--- src/rtl/slb_fault_pkg.sv ---
package slb_fault_pkg;

   typedef enum logic [1:0] {
      ACC_LOAD  = 2'd0,
      ACC_STORE = 2'd1,
      ACC_FETCH = 2'd2,
      ACC_BAD   = 2'd3
   } acc_kind_e;

   typedef enum logic [2:0] {
      EXC_NONE  = 3'd0,
      EXC_ISTOR = 3'd1,
      EXC_DSTOR = 3'd2,
      EXC_ISEG  = 3'd3,
      EXC_DSEG  = 3'd4
   } exc_kind_e;

   // outcome of the ordered check chain
   typedef enum logic [2:0] {
      V_NONE,
      V_REAL,
      V_SEG_MISS,
      V_NOEXEC,
      V_PTE_MISS,
      V_PROT,
      V_PTE_OK
   } verdict_e;

   localparam int RIGHTS_W = 3;
   localparam int RT_RD    = 0;
   localparam int RT_WR    = 1;
   localparam int RT_EX    = 2;

   localparam int CODE_W = 32;
   // status bit positions read by the exception handler
   localparam int BIT_NOTFOUND = 30;
   localparam int BIT_NOEXEC   = 28;
   localparam int BIT_PROT     = 27;
   localparam int BIT_STORE    = 25;

   localparam logic [CODE_W-1:0] CODE_NOTFOUND = CODE_W'(1) << BIT_NOTFOUND;
   localparam logic [CODE_W-1:0] CODE_NOEXEC   = CODE_W'(1) << BIT_NOEXEC;
   localparam logic [CODE_W-1:0] CODE_PROT     = CODE_W'(1) << BIT_PROT;
   localparam logic [CODE_W-1:0] CODE_STORE    = CODE_W'(1) << BIT_STORE;

endpackage

--- src/rtl/sfc_real_gate.sv ---
module sfc_real_gate
   import slb_fault_pkg::*;
#(
   parameter int ADDR_W    = 64,
   parameter int HI_IGNORE = 4
) (
   input  logic [1:0]        kind,
   input  logic              fetch_en,
   input  logic              data_en,
   input  logic [ADDR_W-1:0] ea,
   output logic              real_mode,
   output logic [ADDR_W-1:0] real_addr
);
   localparam int LOW_KEEP = ADDR_W - HI_IGNORE;

   always_comb begin
      if (kind == ACC_FETCH) real_mode = !fetch_en;
      else                   real_mode = !data_en;
   end

   generate
      if (HI_IGNORE == 0) begin : g_nomask
         assign real_addr = ea;
      end else begin : g_mask
         assign real_addr = {{HI_IGNORE{1'b0}}, ea[LOW_KEEP-1:0]};
      end
   endgenerate

endmodule

--- src/rtl/sfc_stage_chain.sv ---
module sfc_stage_chain
   import slb_fault_pkg::*;
(
   input  logic [1:0]          kind,
   input  logic                real_mode,
   input  logic                seg_hit,
   input  logic                seg_noexec,
   input  logic                pte_hit,
   input  logic [RIGHTS_W-1:0] pte_rights,
   input  logic                pte_chg_set,
   output verdict_e            verdict,
   output logic [RIGHTS_W-1:0] granted
);
   logic [RIGHTS_W-1:0] need;
   logic [RIGHTS_W-1:0] pte_eff;
   logic                missing;

   always_comb begin
      need = '0;
      case (kind)
         ACC_LOAD:  need[RT_RD] = 1'b1;
         ACC_STORE: need[RT_WR] = 1'b1;
         ACC_FETCH: need[RT_EX] = 1'b1;
         default:   need = '0;
      endcase
   end

   assign missing = |(need & ~pte_rights);

   always_comb begin
      pte_eff = pte_rights;
      if (!pte_chg_set) pte_eff[RT_WR] = 1'b0;
   end

   always_comb begin
      if (kind == ACC_BAD)                       verdict = V_NONE;
      else if (real_mode)                        verdict = V_REAL;
      else if (!seg_hit)                         verdict = V_SEG_MISS;
      else if (kind == ACC_FETCH && seg_noexec)  verdict = V_NOEXEC;
      else if (!pte_hit)                         verdict = V_PTE_MISS;
      else if (missing)                          verdict = V_PROT;
      else                                       verdict = V_PTE_OK;
   end

   assign granted = (verdict == V_REAL) ? {RIGHTS_W{1'b1}} : pte_eff;

endmodule

--- src/rtl/sfc_exc_encode.sv ---
module sfc_exc_encode
   import slb_fault_pkg::*;
#(
   parameter int ADDR_W = 64
) (
   input  verdict_e            verdict,
   input  logic [1:0]          kind,
   input  logic [ADDR_W-1:0]   ea,
   output logic                exc,
   output logic [2:0]          exc_kind,
   output logic [CODE_W-1:0]   code,
   output logic                dar_wr,
   output logic [ADDR_W-1:0]   dar,
   output logic                dsisr_wr,
   output logic [CODE_W-1:0]   dsisr
);
   logic is_fetch;
   logic [CODE_W-1:0] st_bit;

   assign is_fetch = (kind == ACC_FETCH);
   assign st_bit   = (kind == ACC_STORE) ? CODE_STORE : '0;

   always_comb begin
      exc      = 1'b0;
      exc_kind = EXC_NONE;
      code     = '0;
      dar_wr   = 1'b0;
      dsisr_wr = 1'b0;
      dsisr    = '0;
      case (verdict)
         V_SEG_MISS: begin
            exc = 1'b1;
            if (is_fetch) exc_kind = EXC_ISEG;
            else begin
               exc_kind = EXC_DSEG;
               dar_wr   = 1'b1;
            end
         end
         V_NOEXEC: begin
            exc      = 1'b1;
            exc_kind = EXC_ISTOR;
            code     = CODE_NOEXEC;
         end
         V_PTE_MISS, V_PROT: begin
            exc = 1'b1;
            if (is_fetch) begin
               exc_kind = EXC_ISTOR;
               code     = (verdict == V_PTE_MISS) ? CODE_NOTFOUND : CODE_PROT;
            end else begin
               exc_kind = EXC_DSTOR;
               dar_wr   = 1'b1;
               dsisr_wr = 1'b1;
               dsisr    = ((verdict == V_PTE_MISS) ? CODE_NOTFOUND : CODE_PROT) | st_bit;
            end
         end
         default: exc = 1'b0;
      endcase
   end

   assign dar = dar_wr ? ea : '0;

endmodule

--- src/rtl/slb_fault_classifier.sv ---
module slb_fault_classifier
   import slb_fault_pkg::*;
#(
   parameter int ADDR_W     = 64,
   parameter int PAGE_SHIFT = 12,
   parameter int HI_IGNORE  = 4,
   parameter bit OUT_REG    = 1'b1
) (
   input  logic                clk,
   input  logic                rst_n,
   input  logic                req_valid,
   input  logic [1:0]          req_kind,
   input  logic                xlat_fetch_en,
   input  logic                xlat_data_en,
   input  logic [ADDR_W-1:0]   req_ea,
   input  logic                seg_hit,
   input  logic                seg_noexec,
   input  logic                pte_hit,
   input  logic [2:0]          pte_rights,
   input  logic [ADDR_W-1:0]   pte_real,
   input  logic                pte_chg_set,
   output logic                fill_valid,
   output logic [ADDR_W-1:0]   fill_ea_page,
   output logic [ADDR_W-1:0]   fill_ra_page,
   output logic [2:0]          fill_rights,
   output logic                exc_valid,
   output logic [2:0]          exc_kind,
   output logic [31:0]         exc_code,
   output logic                exc_dar_wr,
   output logic [ADDR_W-1:0]   exc_dar,
   output logic                exc_dsisr_wr,
   output logic [31:0]         exc_dsisr
);
   localparam logic [ADDR_W-1:0] PAGE_MASK = ~((ADDR_W'(1) << PAGE_SHIFT) - ADDR_W'(1));

   generate
      if (PAGE_SHIFT < 1 || PAGE_SHIFT >= ADDR_W) begin : g_bad_page
         $error("PAGE_SHIFT must lie inside the address width");
      end
      if (HI_IGNORE < 0 || HI_IGNORE >= ADDR_W - PAGE_SHIFT) begin : g_bad_hi
         $error("HI_IGNORE must leave the page number bits");
      end
   endgenerate

   logic                real_mode;
   logic [ADDR_W-1:0]   real_addr;
   verdict_e            verdict;
   logic [RIGHTS_W-1:0] granted;

   logic                n_exc;
   logic [2:0]          n_kind;
   logic [CODE_W-1:0]   n_code;
   logic                n_dar_wr;
   logic [ADDR_W-1:0]   n_dar;
   logic                n_dsisr_wr;
   logic [CODE_W-1:0]   n_dsisr;

   logic                n_fill;
   logic [ADDR_W-1:0]   n_ea_page;
   logic [ADDR_W-1:0]   n_ra_page;
   logic [2:0]          n_rights;

   sfc_real_gate #(.ADDR_W(ADDR_W), .HI_IGNORE(HI_IGNORE)) i_gate (
      .kind      (req_kind),
      .fetch_en  (xlat_fetch_en),
      .data_en   (xlat_data_en),
      .ea        (req_ea),
      .real_mode (real_mode),
      .real_addr (real_addr)
   );

   sfc_stage_chain i_chain (
      .kind        (req_kind),
      .real_mode   (real_mode),
      .seg_hit     (seg_hit),
      .seg_noexec  (seg_noexec),
      .pte_hit     (pte_hit),
      .pte_rights  (pte_rights),
      .pte_chg_set (pte_chg_set),
      .verdict     (verdict),
      .granted     (granted)
   );

   sfc_exc_encode #(.ADDR_W(ADDR_W)) i_enc (
      .verdict  (verdict),
      .kind     (req_kind),
      .ea       (req_ea),
      .exc      (n_exc),
      .exc_kind (n_kind),
      .code     (n_code),
      .dar_wr   (n_dar_wr),
      .dar      (n_dar),
      .dsisr_wr (n_dsisr_wr),
      .dsisr    (n_dsisr)
   );

   assign n_fill    = req_valid && (verdict == V_REAL || verdict == V_PTE_OK);
   assign n_ea_page = n_fill ? (req_ea & PAGE_MASK) : '0;
   assign n_ra_page = !n_fill ? '0 :
                      (verdict == V_REAL) ? (real_addr & PAGE_MASK) : (pte_real & PAGE_MASK);
   assign n_rights  = n_fill ? granted : '0;

   generate
      if (OUT_REG) begin : g_reg
         always_ff @(posedge clk or negedge rst_n) begin
            if (!rst_n) begin
               fill_valid   <= 1'b0;
               fill_ea_page <= '0;
               fill_ra_page <= '0;
               fill_rights  <= '0;
               exc_valid    <= 1'b0;
               exc_kind     <= EXC_NONE;
               exc_code     <= '0;
               exc_dar_wr   <= 1'b0;
               exc_dar      <= '0;
               exc_dsisr_wr <= 1'b0;
               exc_dsisr    <= '0;
            end else begin
               fill_valid   <= n_fill;
               fill_ea_page <= n_ea_page;
               fill_ra_page <= n_ra_page;
               fill_rights  <= n_rights;
               exc_valid    <= req_valid && n_exc;
               exc_kind     <= req_valid ? n_kind : EXC_NONE;
               exc_code     <= req_valid ? n_code : '0;
               exc_dar_wr   <= req_valid && n_dar_wr;
               exc_dar      <= req_valid ? n_dar : '0;
               exc_dsisr_wr <= req_valid && n_dsisr_wr;
               exc_dsisr    <= req_valid ? n_dsisr : '0;
            end
         end


         answer_next_chk: assert property (@(posedge clk) disable iff (!rst_n)
            (req_valid && req_kind != 2'd3) |=> (fill_valid || exc_valid));

         quiet_next_chk: assert property (@(posedge clk) disable iff (!rst_n)
            !req_valid |=> (!fill_valid && !exc_valid));
      end else begin : g_comb
         assign fill_valid   = n_fill;
         assign fill_ea_page = n_ea_page;
         assign fill_ra_page = n_ra_page;
         assign fill_rights  = n_rights;
         assign exc_valid    = req_valid && n_exc;
         assign exc_kind     = req_valid ? n_kind : EXC_NONE;
         assign exc_code     = req_valid ? n_code : '0;
         assign exc_dar_wr   = req_valid && n_dar_wr;
         assign exc_dar      = req_valid ? n_dar : '0;
         assign exc_dsisr_wr = req_valid && n_dsisr_wr;
         assign exc_dsisr    = req_valid ? n_dsisr : '0;
      end
   endgenerate


   legal_kind_chk: assert property (@(posedge clk) disable iff (!rst_n)
      req_valid |-> req_kind != 2'd3);

   one_strobe_chk: assert property (@(posedge clk) disable iff (!rst_n)
      !(fill_valid && exc_valid));

   page_align_chk: assert property (@(posedge clk) disable iff (!rst_n)
      fill_valid |-> ((fill_ea_page & ~PAGE_MASK) == '0 && (fill_ra_page & ~PAGE_MASK) == '0));

   iside_no_regs_chk: assert property (@(posedge clk) disable iff (!rst_n)
      (exc_valid && (exc_kind == EXC_ISTOR || exc_kind == EXC_ISEG)) |-> (!exc_dar_wr && !exc_dsisr_wr));

   dseg_dar_only_chk: assert property (@(posedge clk) disable iff (!rst_n)
      (exc_valid && exc_kind == EXC_DSEG) |-> (exc_dar_wr && !exc_dsisr_wr && exc_code == '0));

endmodule

--- config.mk ---
export PLATFORM = sky130hd
export DESIGN_NAME = slb_fault_classifier
export DESIGN_NICKNAME = d
export VERILOG_FILES = /design/src/rtl/slb_fault_pkg.sv /design/src/rtl/sfc_real_gate.sv /design/src/rtl/sfc_stage_chain.sv /design/src/rtl/sfc_exc_encode.sv /design/src/rtl/slb_fault_classifier.sv
export SDC_FILE = /design/constraint.sdc
export NUM_CORES = 1
export LEC_CHECK = 0
export BUFFER_PORTS_ARGS = -buffer_cell sky130_fd_sc_hd__buf_2
export CAP_MARGIN = 10
export CORE_AREA = 3 3 156 158
export CTS_CLUSTER_DIAMETER = 30
export DETAILED_ROUTE_END_ITERATION = 6
export DIE_AREA = 0 0 159 161
export PLACE_DENSITY = 0.68
export SYNTH_ARGS = -nofsm -noshare
export SYNTH_HDL_FRONTEND = slang
export SYNTH_SLANG_ARGS = --single-unit
--- constraint.sdc ---
create_clock -name clk -period 1 [get_ports clk]
set_clock_uncertainty 0.1 [all_clocks]
set_input_delay 0.25 -clock clk [delete_from_list [all_inputs] [get_ports clk]]
set_output_delay 0.25 -clock clk [all_outputs]
set_load 0.03 [all_outputs]
-- After elaboration in Yosys (flattened, before gate mapping)
Index checks and enable logic that the tools add are counted.
Widths: inputs -> output; s select.
- register bits after elaboration: 266
- bits of input ports: 142
- output and inout bits: 266
- equality and inequality tests: 9
- multiplexer cells: 34
- bitwise operators: 3
- reduce and logical (&&, ||, !) cells: 13
- operators by type and width (kind ; number):
    $mux 64 ; 5
    $mux 32 ; 5
    $pmux 32 s2 ; 1
    $or 32x32->32 ; 1
    $mux 31 ; 1
    $mux 3 ; 9
    $mux 26 ; 1
    $eq 3x3->1 const B ; 3
    $mux 1 ; 9
    $pmux 3 s3 ; 1
    $eq 3x2->1 const B ; 2
    $reduce_or 3->1 ; 2
    $logic_and 1x1->1 ; 5
    $eq 2x2->1 const B ; 2
    $mux 2 ; 2
    $reduce_or 4->1 ; 1
    $and 3x3->3 ; 1
    $eq 3x1->1 const B ; 1
    $not 3->3 ; 1
    $eq 2x1->1 const B ; 1
    $logic_not 1->1 ; 2
    $logic_not 2->1 ; 1
    $reduce_or 2->1 ; 1
    $logic_or 1x1->1 ; 1

-- Logic depth before layout (Yosys ltp)
Gate-level depths: netlist of run 1.
- depth after elaboration: 16
- depth in mapped cells: 8
- mapped depth without buffers: 4

-- Cells and area by module
From an unflattened synthesis of run 1, not the netlist that was laid out.
- cells, all modules: 1043
- area total of the unflattened synthesis: 10801.6 µm²
- by module, submodules not included (module ; times used ; cells an instance ; area each (µm²) ; sequential area each (µm²)):
    slb_fault_classifier ; 1 ; 727 ; 8634.5 ; 6055.8
    sfc_exc_encode ; 1 ; 228 ; 1527.7 ; 0.0
    sfc_real_gate ; 1 ; 67 ; 508.0 ; 0.0
    sfc_stage_chain ; 1 ; 21 ; 131.4 ; 0.0

-- Worst setup path after synthesis of run 1
No wires, ideal clock.
- path type: input-to-reg
- start point: in req_kind[1]
- end point: reg fill_ra_page[13]
- setup time: 120 ps
- data arrival time: 1504 ps
- setup slack: -724 ps
- stages on the path: 7
- buffers on the path: 3
- cells stage by stage: buf_4 > nand2b_1 > buf_2 > o22ai_4 > buf_2 > mux2_2 > and3_1
- word-level cells in the longest chain between the ends: 14
- elaborated cells between the ends (all ways): 23
- classes of those cells: eq/ne: 5; mux: 12; bitwise: 1; reduce/logical: 5
- ends and longest elaborated chain (item ; RTL line ; text):
    start, declared ; slb_fault_classifier.sv:12 ; input logic [1:0] req_kind,
    $eq 2x1->1, or another cell as far along ; sfc_stage_chain.sv:20 ; case (kind)
    $mux 1 ; sfc_stage_chain.sv:20 ;
    $and 3x3->3 ; sfc_stage_chain.sv:28 ; assign missing = |(need & ~pte_rights);
    $reduce_or 3->1 ; sfc_stage_chain.sv:28 ;
    $mux 2 ; sfc_stage_chain.sv:41 ; else if (missing) verdict = V_PROT;
    $mux 3 ; sfc_stage_chain.sv:40 ; else if (!pte_hit) verdict = V_PTE_MISS;
    $mux 3 ; sfc_stage_chain.sv:39 ; else if (kind == ACC_FETCH && seg_noexec) verdict = V_NOEXEC;
    $mux 3 ; sfc_stage_chain.sv:38 ; else if (!seg_hit) verdict = V_SEG_MISS;
    $mux 3 ; sfc_stage_chain.sv:37 ; else if (real_mode) verdict = V_REAL;
    $mux 3 (*) ; sfc_stage_chain.sv:36 ; if (kind == ACC_BAD) verdict = V_NONE;
    $eq 3x1->1 or $eq 3x3->1 (tied branches) ; slb_fault_classifier.sv:97, slb_fault_classifier.sv:100 ;
    $logic_or 1x1->1 ; slb_fault_classifier.sv:97 ; assign n_fill = req_valid && (verdict == V_REAL || verdict == V_PTE_OK);
    $logic_and 1x1->1 ; slb_fault_classifier.sv:97 ;
    $mux 64 (*) ; slb_fault_classifier.sv:99 ; assign n_ra_page = !n_fill ? '0 :
    named net n_ra_page[13] ; slb_fault_classifier.sv:60 ; logic [ADDR_W-1:0] n_ra_page;
    end signal, assigned ; slb_fault_classifier.sv:121 ; fill_ra_page <= n_ra_page;
    end, declared ; slb_fault_classifier.sv:24 ; output logic [ADDR_W-1:0] fill_ra_page,
The timed path passes the listed nets; every way through them passes the cells marked *.

-- Worst setup path in the final report of run 1
- start point: in req_kind[0]
- end point: reg fill_ra_page[22]
The elaborated chain is that of the path after synthesis.

==> flow_summary.ini, run 1 <==
[die]
placementRows = 56
die_h_um = 161
coreArea_um2 = 23300
start_util_pct = 31.3
ioPinCount = 408
dieArea_um2 = 25600
die_w_um = 159

[cells_and_area]
antenna_cells = 0
regArea_um2 = 4600
multi_input_area_um2 = 2960
layout-drive-gt1-share_pct = 61.9
final_nets = 1155
fillers = 1760
area_growth_pct = 83.2
final_core_util_pct = 57.4

[clock_tree]
cts_buffer_depth = 2
root_buffer = clkbuf_16
numCtsBuffers = 17
cts_tree = done
clk_pin_slew_ps = 80
htreeDepth = 4
clkSinkCount = 184

[sta]
timing.final.crit_share_pct = 141
grt_setup_unrepaired = true
hold_viol = 0
fmax_ghz = 0.708
post-route-min-period_ps = 1410
holdWs_ps = 28.5
setup_viol = 367
setup_tns_ps = -113600
finalMaxSlewViolations = 0
setup_ws_ps = -412

[routing]
drc = 0
avgRoutedWirePerCell_um = 20.6
wl_mm = 27.7
via_per_inst = 4.39
vias = 5900
dr.pass1.iters = 4
ant_nets = 0
initialDrtViolationCount = 266

[place]
place.gp.congestion = 0.839
hpwl_mm = 14.6
place_ws_ps = -800
port_buffers = 313

[status]
violations = negative setup slack
status = finished with violations

[synth]
yosysUniqueCellTypes = 29
synth.avg_cell_area_um2 = 12.9
yosys_warnings = 0
syn_inst = 565
ys_seq_elements = 184
ys_seq_area_share_pct = 63.2
syn-cell-area_um2 = 7290

[global_route]
overflow = 0
grt_pass1_vias = 6321
grt_max_degree = 56
grt.total_usage_pct = 20.8
antenna_found_initial = 2
grt_pass1_wl_mm = 40.0

[power]
p_leak_uw = 0.00687
ir_drop_uv = 1070
powerDensity_nw_per_um2 = 1440
p_total_uw = 19300

[critical_path]
startpoint_type = primary input
end_kind = flip-flop
cp.arrival_ps = 1630
worstSetupPathType = in -> reg
critPathRequiredTime_ps = 1220
crit_fanout = 9

[flow_run]
maxCapViolations = 0

[hold_path]
hp-class = in -> reg
final cells by class:
cell class / instances / area share, %
clock inverters: 14 / 1.11
inverters: 3 / 0.0843
well taps: 319 / 2.99
repair buffers: 466 / 36.0
multi-input cells: 341 / 22.2
flip-flops and latches: 184 / 34.5
clock buffers: 18 / 3.21
layer usage:
layer	vias up	wire length, um	global-route usage, %
met5	-	21	0
met4	4	643	6.45
met3	46	1660	4.74
met2	289	14700	37.8
met1	2934	10700	24.5
li1	2627	-	-
flip-flops by register name (all words and copies together) (netlist names):
register / count
exc_code: 3
exc_dar: 64
exc_dar_wr: 1
exc_dsisr: 3
exc_dsisr_wr: 1
exc_kind: 3
exc_valid: 1
fill_ea_page: 52
fill_ra_page: 52
fill_rights: 3
fill_valid: 1
cells in the mapped netlist:
library cell  instances  area share (%)
conb_1                1           0.051
o221a_1               1            0.15
nand2_1               2            0.10
a211oi_1              1            0.10
o221ai_2              1            0.21
a21o_1                1            0.10
nor3_1                1           0.069
and3_1              100             8.6
o22ai_4               1            0.27
buf_2                17             1.2
o21a_1                1            0.10
o21ai_0               5            0.34
mux2_4                1            0.21
inv_1                 3            0.15
clkbuf_1             12            0.62
a21oi_1               7            0.48
a21boi_1              1            0.10
dfrtp_1             184              63
o21ai_1               2            0.14
nand2b_1              2            0.17
nor3b_2               1            0.17
and2_1               69             5.9
nor2_1                7            0.36
mux2_2               48             7.4
nor2b_1               2            0.17
nor3b_1               2            0.21
buf_4                89             9.2
and3b_1               1            0.12
or3_1                 2            0.17
kinds of logic after synthesis:
| family | count (synthesis) | synth area share [%] |
|---|---|---|
| compound gates | 21 | 2.01 |
| buf+inv | 121 | 11.1 |
| flops | 184 | 63.2 |
| mux | 49 | 7.62 |
| other cells | 1 | 0.0514 |
| simple gates | 189 | 16.0 |
where the power goes:
group	internal [uW]	switching, uW
logic	2310	2440
registers	7740	157
clock network	3360	3290
worst paths after layout:
kind | start | to | depth (start not counted)
hold / removal | req_ea[41] | exc_dar[41] | 2
max in group asynchronous | rst_n | fill_ra_page[15] | 3
setup / recovery | req_kind[0] | fill_ra_page[22] | 8
min in group asynchronous | rst_n | fill_ea_page[35] | 2
worst max-delay path, cell delays in order:
cell      delay, ps
buf_8           100
mux2_4          330
o221ai_4        210
o21ai_4         100
buf_12          150
buf_12          150
buf_16          150
and3_4          180
repair_timing:
action                                  4_1_cts  5_1_grt
endpoints found under the hold margin       245        0
cloned                                       22        4
buffers inserted                             19        5
pin swaps                                    49       29
endpoints found under the setup margin      367      367
hold buffers                                 45        0
gates resized for setup                     515       71
layout by cell type (no fill, tap or decap), drive strengths merged:
| master | n |
|---|---|
| buf | 416 |
| dfrtp | 184 |
| and3 | 100 |
| conb | 82 |
| and2 | 69 |
| mux2 | 49 |
| dlygate4sd3 | 45 |
| clkbuf | 23 |
| inv | 12 |
| nor2 | 7 |
| o21ai | 7 |
| a21oi | 7 |
| clkinv | 4 |
| nor3b | 3 |
| nand2 | 2 |
| or3 | 2 |
| nand2b | 2 |
| nor2b | 2 |
| and3b | 1 |
| a21o | 1 |
| o221a | 1 |
| o21a | 1 |
| a211oi | 1 |
| o221ai | 1 |
| a21boi | 1 |
| o22ai | 1 |
| nor3 | 1 |
| clkinvlp | 1 |
metrics by stage:
step | std cells | cell area (um^2)
4_1_cts | 1342 | 13100
3_5_place_dp | 1225 | 9490
5_1_grt | 1345 | 13400
3_3_place_gp | 1225 | 9490
6_report | 1345 | 13400
2_1_floorplan | 646 | 7730
(Power assumes the default switching activity.)
==> run 2: changes to the inputs <==
--- a/config.mk
+++ b/config.mk
@@ -12,6 +12,7 @@
 export DETAILED_ROUTE_END_ITERATION = 6
 export DIE_AREA = 0 0 159 161
 export PLACE_DENSITY = 0.68
+export SKIP_LAST_GASP = 1
 export SYNTH_ARGS = -nofsm -noshare
 export SYNTH_HDL_FRONTEND = slang
 export SYNTH_SLANG_ARGS = --single-unit
==> run 2 against run 1 <==
Effect of this change: the run still ends with negative setup slack left; via count increased by 1.0%; design area decreased by 0.90%; critical endpoint is now fill_ea_page[22]; non-clock buffer count unchanged; highest routed layer unchanged; utilization decreased by 0.52 points; sequential share of layout area increased by 0.31 points.
==> flow_summary.ini, run 2 (same netlist as run 1, synthesis figures left out) <==
[routing]
vias = 5960
drc = 0
initialDrtViolationCount = 227
dr.pass1.iters = 4
wl_mm = 27.9
via_per_inst = 4.43
ant_nets = 0
avgRoutedWirePerCell_um = 20.7

[die]
ioPinCount = 408
placementRows = 56
coreArea_um2 = 23300
die_w_um = 159
start_util_pct = 31.3
dieArea_um2 = 25600
die_h_um = 161

[sta]
post-route-min-period_ps = 1420
timing.final.crit_share_pct = 142
setup_ws_ps = -417
finalMaxSlewViolations = 0
grt_setup_unrepaired = true
setup_tns_ps = -114350
hold_viol = 0
setup_viol = 367
fmax_ghz = 0.705
holdWs_ps = 14.4

[clock_tree]
cts_tree = done
cts_buffer_depth = 2
clk_pin_slew_ps = 80
numCtsBuffers = 17
htreeDepth = 4
clkSinkCount = 184
root_buffer = clkbuf_16

[cells_and_area]
reg_top3 = exc_dar x64, fill_ea_page x52, fill_ra_page x52
fillers = 1786
layout-drive-gt1-share_pct = 60.1
area_growth_pct = 81.6
final_cell_mix = buf_6 (194), dfrtp_1 (184), buf_2 (126), conb_1 (82), and3_4 (76)
final_nets = 1155
instances_no_fill = 1346
largest-register = exc_dar
fin_area_um2 = 13200
largest_reg_flops = 64
final_core_util_pct = 56.9
final_common_cell = buf_6

[global_route]
grt.total_usage_pct = 20.7
overflow = 0
grt_max_degree = 56
grt_pass1_vias = 6374
antenna_found_initial = 4
grt_pass1_wl_mm = 39.9

[place]
port_buffers = 313
dpl_cell_area_um2 = 9490
hpwl_mm = 14.6
place.gp.congestion = 0.839
place_inst = 1225

[power]
powerDensity_nw_per_um2 = 1460
ir_drop_uv = 1060
p_leak_uw = 0.00681

[critical_path]
startpoint_type = primary input
crit_fanout = 6
worstSetupPathType = in -> reg
end_kind = flip-flop
cp.arrival_ps = 1640
critPathRequiredTime_ps = 1220

[status]
status = finished with violations
violations = negative setup slack

[flow_run]
maxCapViolations = 0

[hold_path]
hp-class = in -> reg
## run 2: path summary, 6_finish.rpt
path	startpoint	end	slack [ps]	cells past startpoint
min in group asynchronous	rst_n	fill_ra_page[36]	200	2
max in group asynchronous	rst_n	exc_dar[15]	120	3
max	req_kind[0]	fill_ea_page[22]	-420	8
min	req_ea[41]	exc_dar[41]	10	2
## run 2: metal layers
layer / part of all wire (%) / vias up / wire length [um] / global-route usage, %
met1: 38 / 2945 / 10600 / 23.9
met3: 6.7 / 56 / 1860 / 5.10
li1: - / 2621 / - / -
met5: 0.075 / - / 21 / 0
met2: 52 / 334 / 14600 / 37.3
met4: 3.0 / 4 / 848 / 7.76
## run 2: layout make-up
type / count / area, um^2 / area share, %
antenna: 1 / 2.50 / 0.0189
clock inverter: 14 / 149 / 1.12
clock buffer: 18 / 429 / 3.24
sequential: 184 / 4600 / 34.8
multi-input combinational: 341 / 2830 / 21.4
timing repair buffer: 466 / 4810 / 36.3
tap: 319 / 399 / 3.02
inverter: 3 / 11.3 / 0.0851
## run 2: through the flow
stage | total power (uW) | worst slack (ps)
finish | 19300 | -417
detailed placement | 11000 | -800
global placement | 10900 | -768
floorplan | 9990 | -607
CTS | 19200 | -388
global route | 20000 | -435
## run 2: power breakdown
part / internal (uW) / switching, uW
Combinational: 2260 / 2420
Clock: 3360 / 3360
Sequential: 7740 / 159
## run 2: critical path, stage by stage
cell and delay [ps]:
buf_8 100, mux2_4 330, o221ai_4 230, o21ai_4 90, buf_12 150, buf_12 160, clkbuf_16 160, and3_4 170
## run 2: what timing repair did
item,4_1_cts,5_1_grt
endpoints found under the setup margin,367,367
resized for setup,498,52
gates cloned,22,5
hold buffers,45,0
endpoints found under the hold margin,245,0
buffers inserted,19,6
pin swaps,49,26
==> run 3: changes to the inputs <==
--- a/config.mk
+++ b/config.mk
@@ -7,11 +7,11 @@
 export LEC_CHECK = 0
 export BUFFER_PORTS_ARGS = -buffer_cell sky130_fd_sc_hd__buf_2
 export CAP_MARGIN = 10
-export CORE_AREA = 3 3 156 158
+export CORE_AREA = 2 2 160 162
 export CTS_CLUSTER_DIAMETER = 30
 export DETAILED_ROUTE_END_ITERATION = 6
-export DIE_AREA = 0 0 159 161
-export PLACE_DENSITY = 0.68
+export DIE_AREA = 0 0 162 164
+export PLACE_DENSITY = 0.65
 export SKIP_LAST_GASP = 1
 export SYNTH_ARGS = -nofsm -noshare
 export SYNTH_HDL_FRONTEND = slang
==> run 3 against run 2 <==
Effect of this change: the run still ends with negative setup slack left; power decreased by 4.7%; highest routed layer is now met4; final cell count shrank 1.9%; clock-buffer cell count unchanged; largest power group unchanged; sequential cell count stayed put; worst setup slack improved by 47 ps; critical endpoint is now exc_dar[25].
==> flow_summary.ini, run 3 (same netlist as run 1, synthesis figures left out) <==
[cells_and_area]
final_cell_mix = buf_6 (187), dfrtp_1 (184), buf_2 (127), and3_1 (100), conb_1 (82)
largest_reg_flops = 64
regArea_um2 = 4600
final_nets = 1120
final_common_cell = buf_6
antenna_cells = 0
fillers = 2152
reg_top3 = exc_dar x64, fill_ea_page x52, fill_ra_page x52
area_growth_pct = 64.8
largest-register = exc_dar
layout-drive-gt1-share_pct = 51.2
multi_input_area_um2 = 2340

[place]
place.gp.congestion = 0.778
port_buffers = 313
hpwl_mm = 14.4
place_ws_ps = -799

[global_route]
grt_pass1_vias = 5722
overflow = 0
grt_pass1_wl_mm = 32.3
grt.total_usage_pct = 16.0
antenna_found_initial = 0
grt_max_degree = 59

[sta]
post-route-min-period_ps = 1370
finalMaxSlewViolations = 0
setup_viol = 367
grt_setup_unrepaired = true
timing.final.crit_share_pct = 137
fmax_ghz = 0.730
hold_viol = 0
setup_ws_ps = -370

[critical_path]
crit_buf_inv = 3
startpoint_type = primary input
worstPathCellList = buf_8, mux2_4, o221a_4, a21oi_4, buf_12, buf_16, and2_1
path_delay_family = compound AO/OA/AOI/OAI gates
crit_fanout = 35
cp.arrival_ps = 1630
critPathRequiredTime_ps = 1260
critPathMaxStageDelay_ps = 320
crit_slowest_cell = mux2_4
worstSetupPathType = in -> reg
end_kind = flip-flop

[clock_tree]
numCtsBuffers = 17
root_buffer = clkbuf_16
clk_pin_slew_ps = 80
clkSinkCount = 184
htreeDepth = 4
cts_buffer_depth = 2
cts_tree = done

[power]
p_total_uw = 18400
ir_drop_uv = 1060
p_leak_uw = 0.00652
powerDensity_nw_per_um2 = 1530

[die]
placementRows = 58
die_h_um = 164
start_util_pct = 29.4
ioPinCount = 408
dieArea_um2 = 26600
die_w_um = 162
coreArea_um2 = 24800

[hold_path]
hp-class = in -> reg

[routing]
dr.pass1.iters = 4
avgRoutedWirePerCell_um = 16.8
wl_mm = 22.2
via_per_inst = 4.21
initialDrtViolationCount = 317
ant_nets = 0
drc = 0
vias = 5562

[status]
violations = negative setup slack
status = finished with violations

[flow_run]
maxCapViolations = 0
-- run 3: cell count changes in the layout (fill, tap and decap cells not counted), moves of 13 or more --
cell	change
and3_1	+76
and3_4	-76
buf_16	-14
dlygate4sd3_1	-13
mux2_2	+14
mux2_4	-14
-- run 3: power breakdown --
part / internal (uW) / switching (uW) / total [uW]
logic: 1600 / 2050 / 3660
clock network: 3470 / 3360 / 6830
registers: 7740 / 157 / 7890
-- run 3: final cells by class --
class	instances	area share, %
Tap cell	330	3.44
Clock inverter	14	1.50
Clock buffer	18	3.66
Sequential cell	184	38.3
Inverter	3	0.0937
Multi-Input combinational cell	341	19.5
Timing Repair Buffer	431	33.5
-- run 3: final timing paths --
| kind | from | end | slack, ps | depth (start not counted) |
|---|---|---|---|---|
| max | req_kind[0] | exc_dar[25] | -370 | 7 |
| min | req_ea[41] | fill_ea_page[41] | 30 | 2 |
| max in group asynchronous | rst_n | exc_dar[7] | 120 | 3 |
| min in group asynchronous | rst_n | fill_ra_page[50] | 180 | 2 |
-- run 3: what timing repair did --
action                                 in CTS  in global routing
endpoints found under the hold margin     229                  0
setup endpoints to repair                 367                367
pin swaps                                   4                  9
gates resized for setup                   381                 18
gates cloned                                3                  2
setup buffers                               4                  2
hold buffers                               32                  0
-- run 3: layer usage --
layer	up-vias	share of wire (%)	GRT usage, %
met4	0	1.5	4.42
met5	-	0	0
met1	2749	40	19.2
met2	270	52	28.9
met3	16	6.0	3.54
li1	2527	-	-
-- run 3: through the flow --
stage | area (um^2) | std cells | util [%] | hold slack, ps | setup TNS (ps)
3_5_place_dp | 9600 | 1246 | 38.7 | 72.7 | -135940
4_1_cts | 11900 | 1317 | 47.8 | 3.00 | -106590
2_1_floorplan | 7730 | 646 | - | -146 | -94760
5_1_grt | 12000 | 1321 | 48.4 | 23.5 | -118640
6_report | 12000 | 1321 | 48.4 | 32.7 | -107380
3_3_place_gp | 9600 | 1246 | 38.7 | 71.8 | -132100
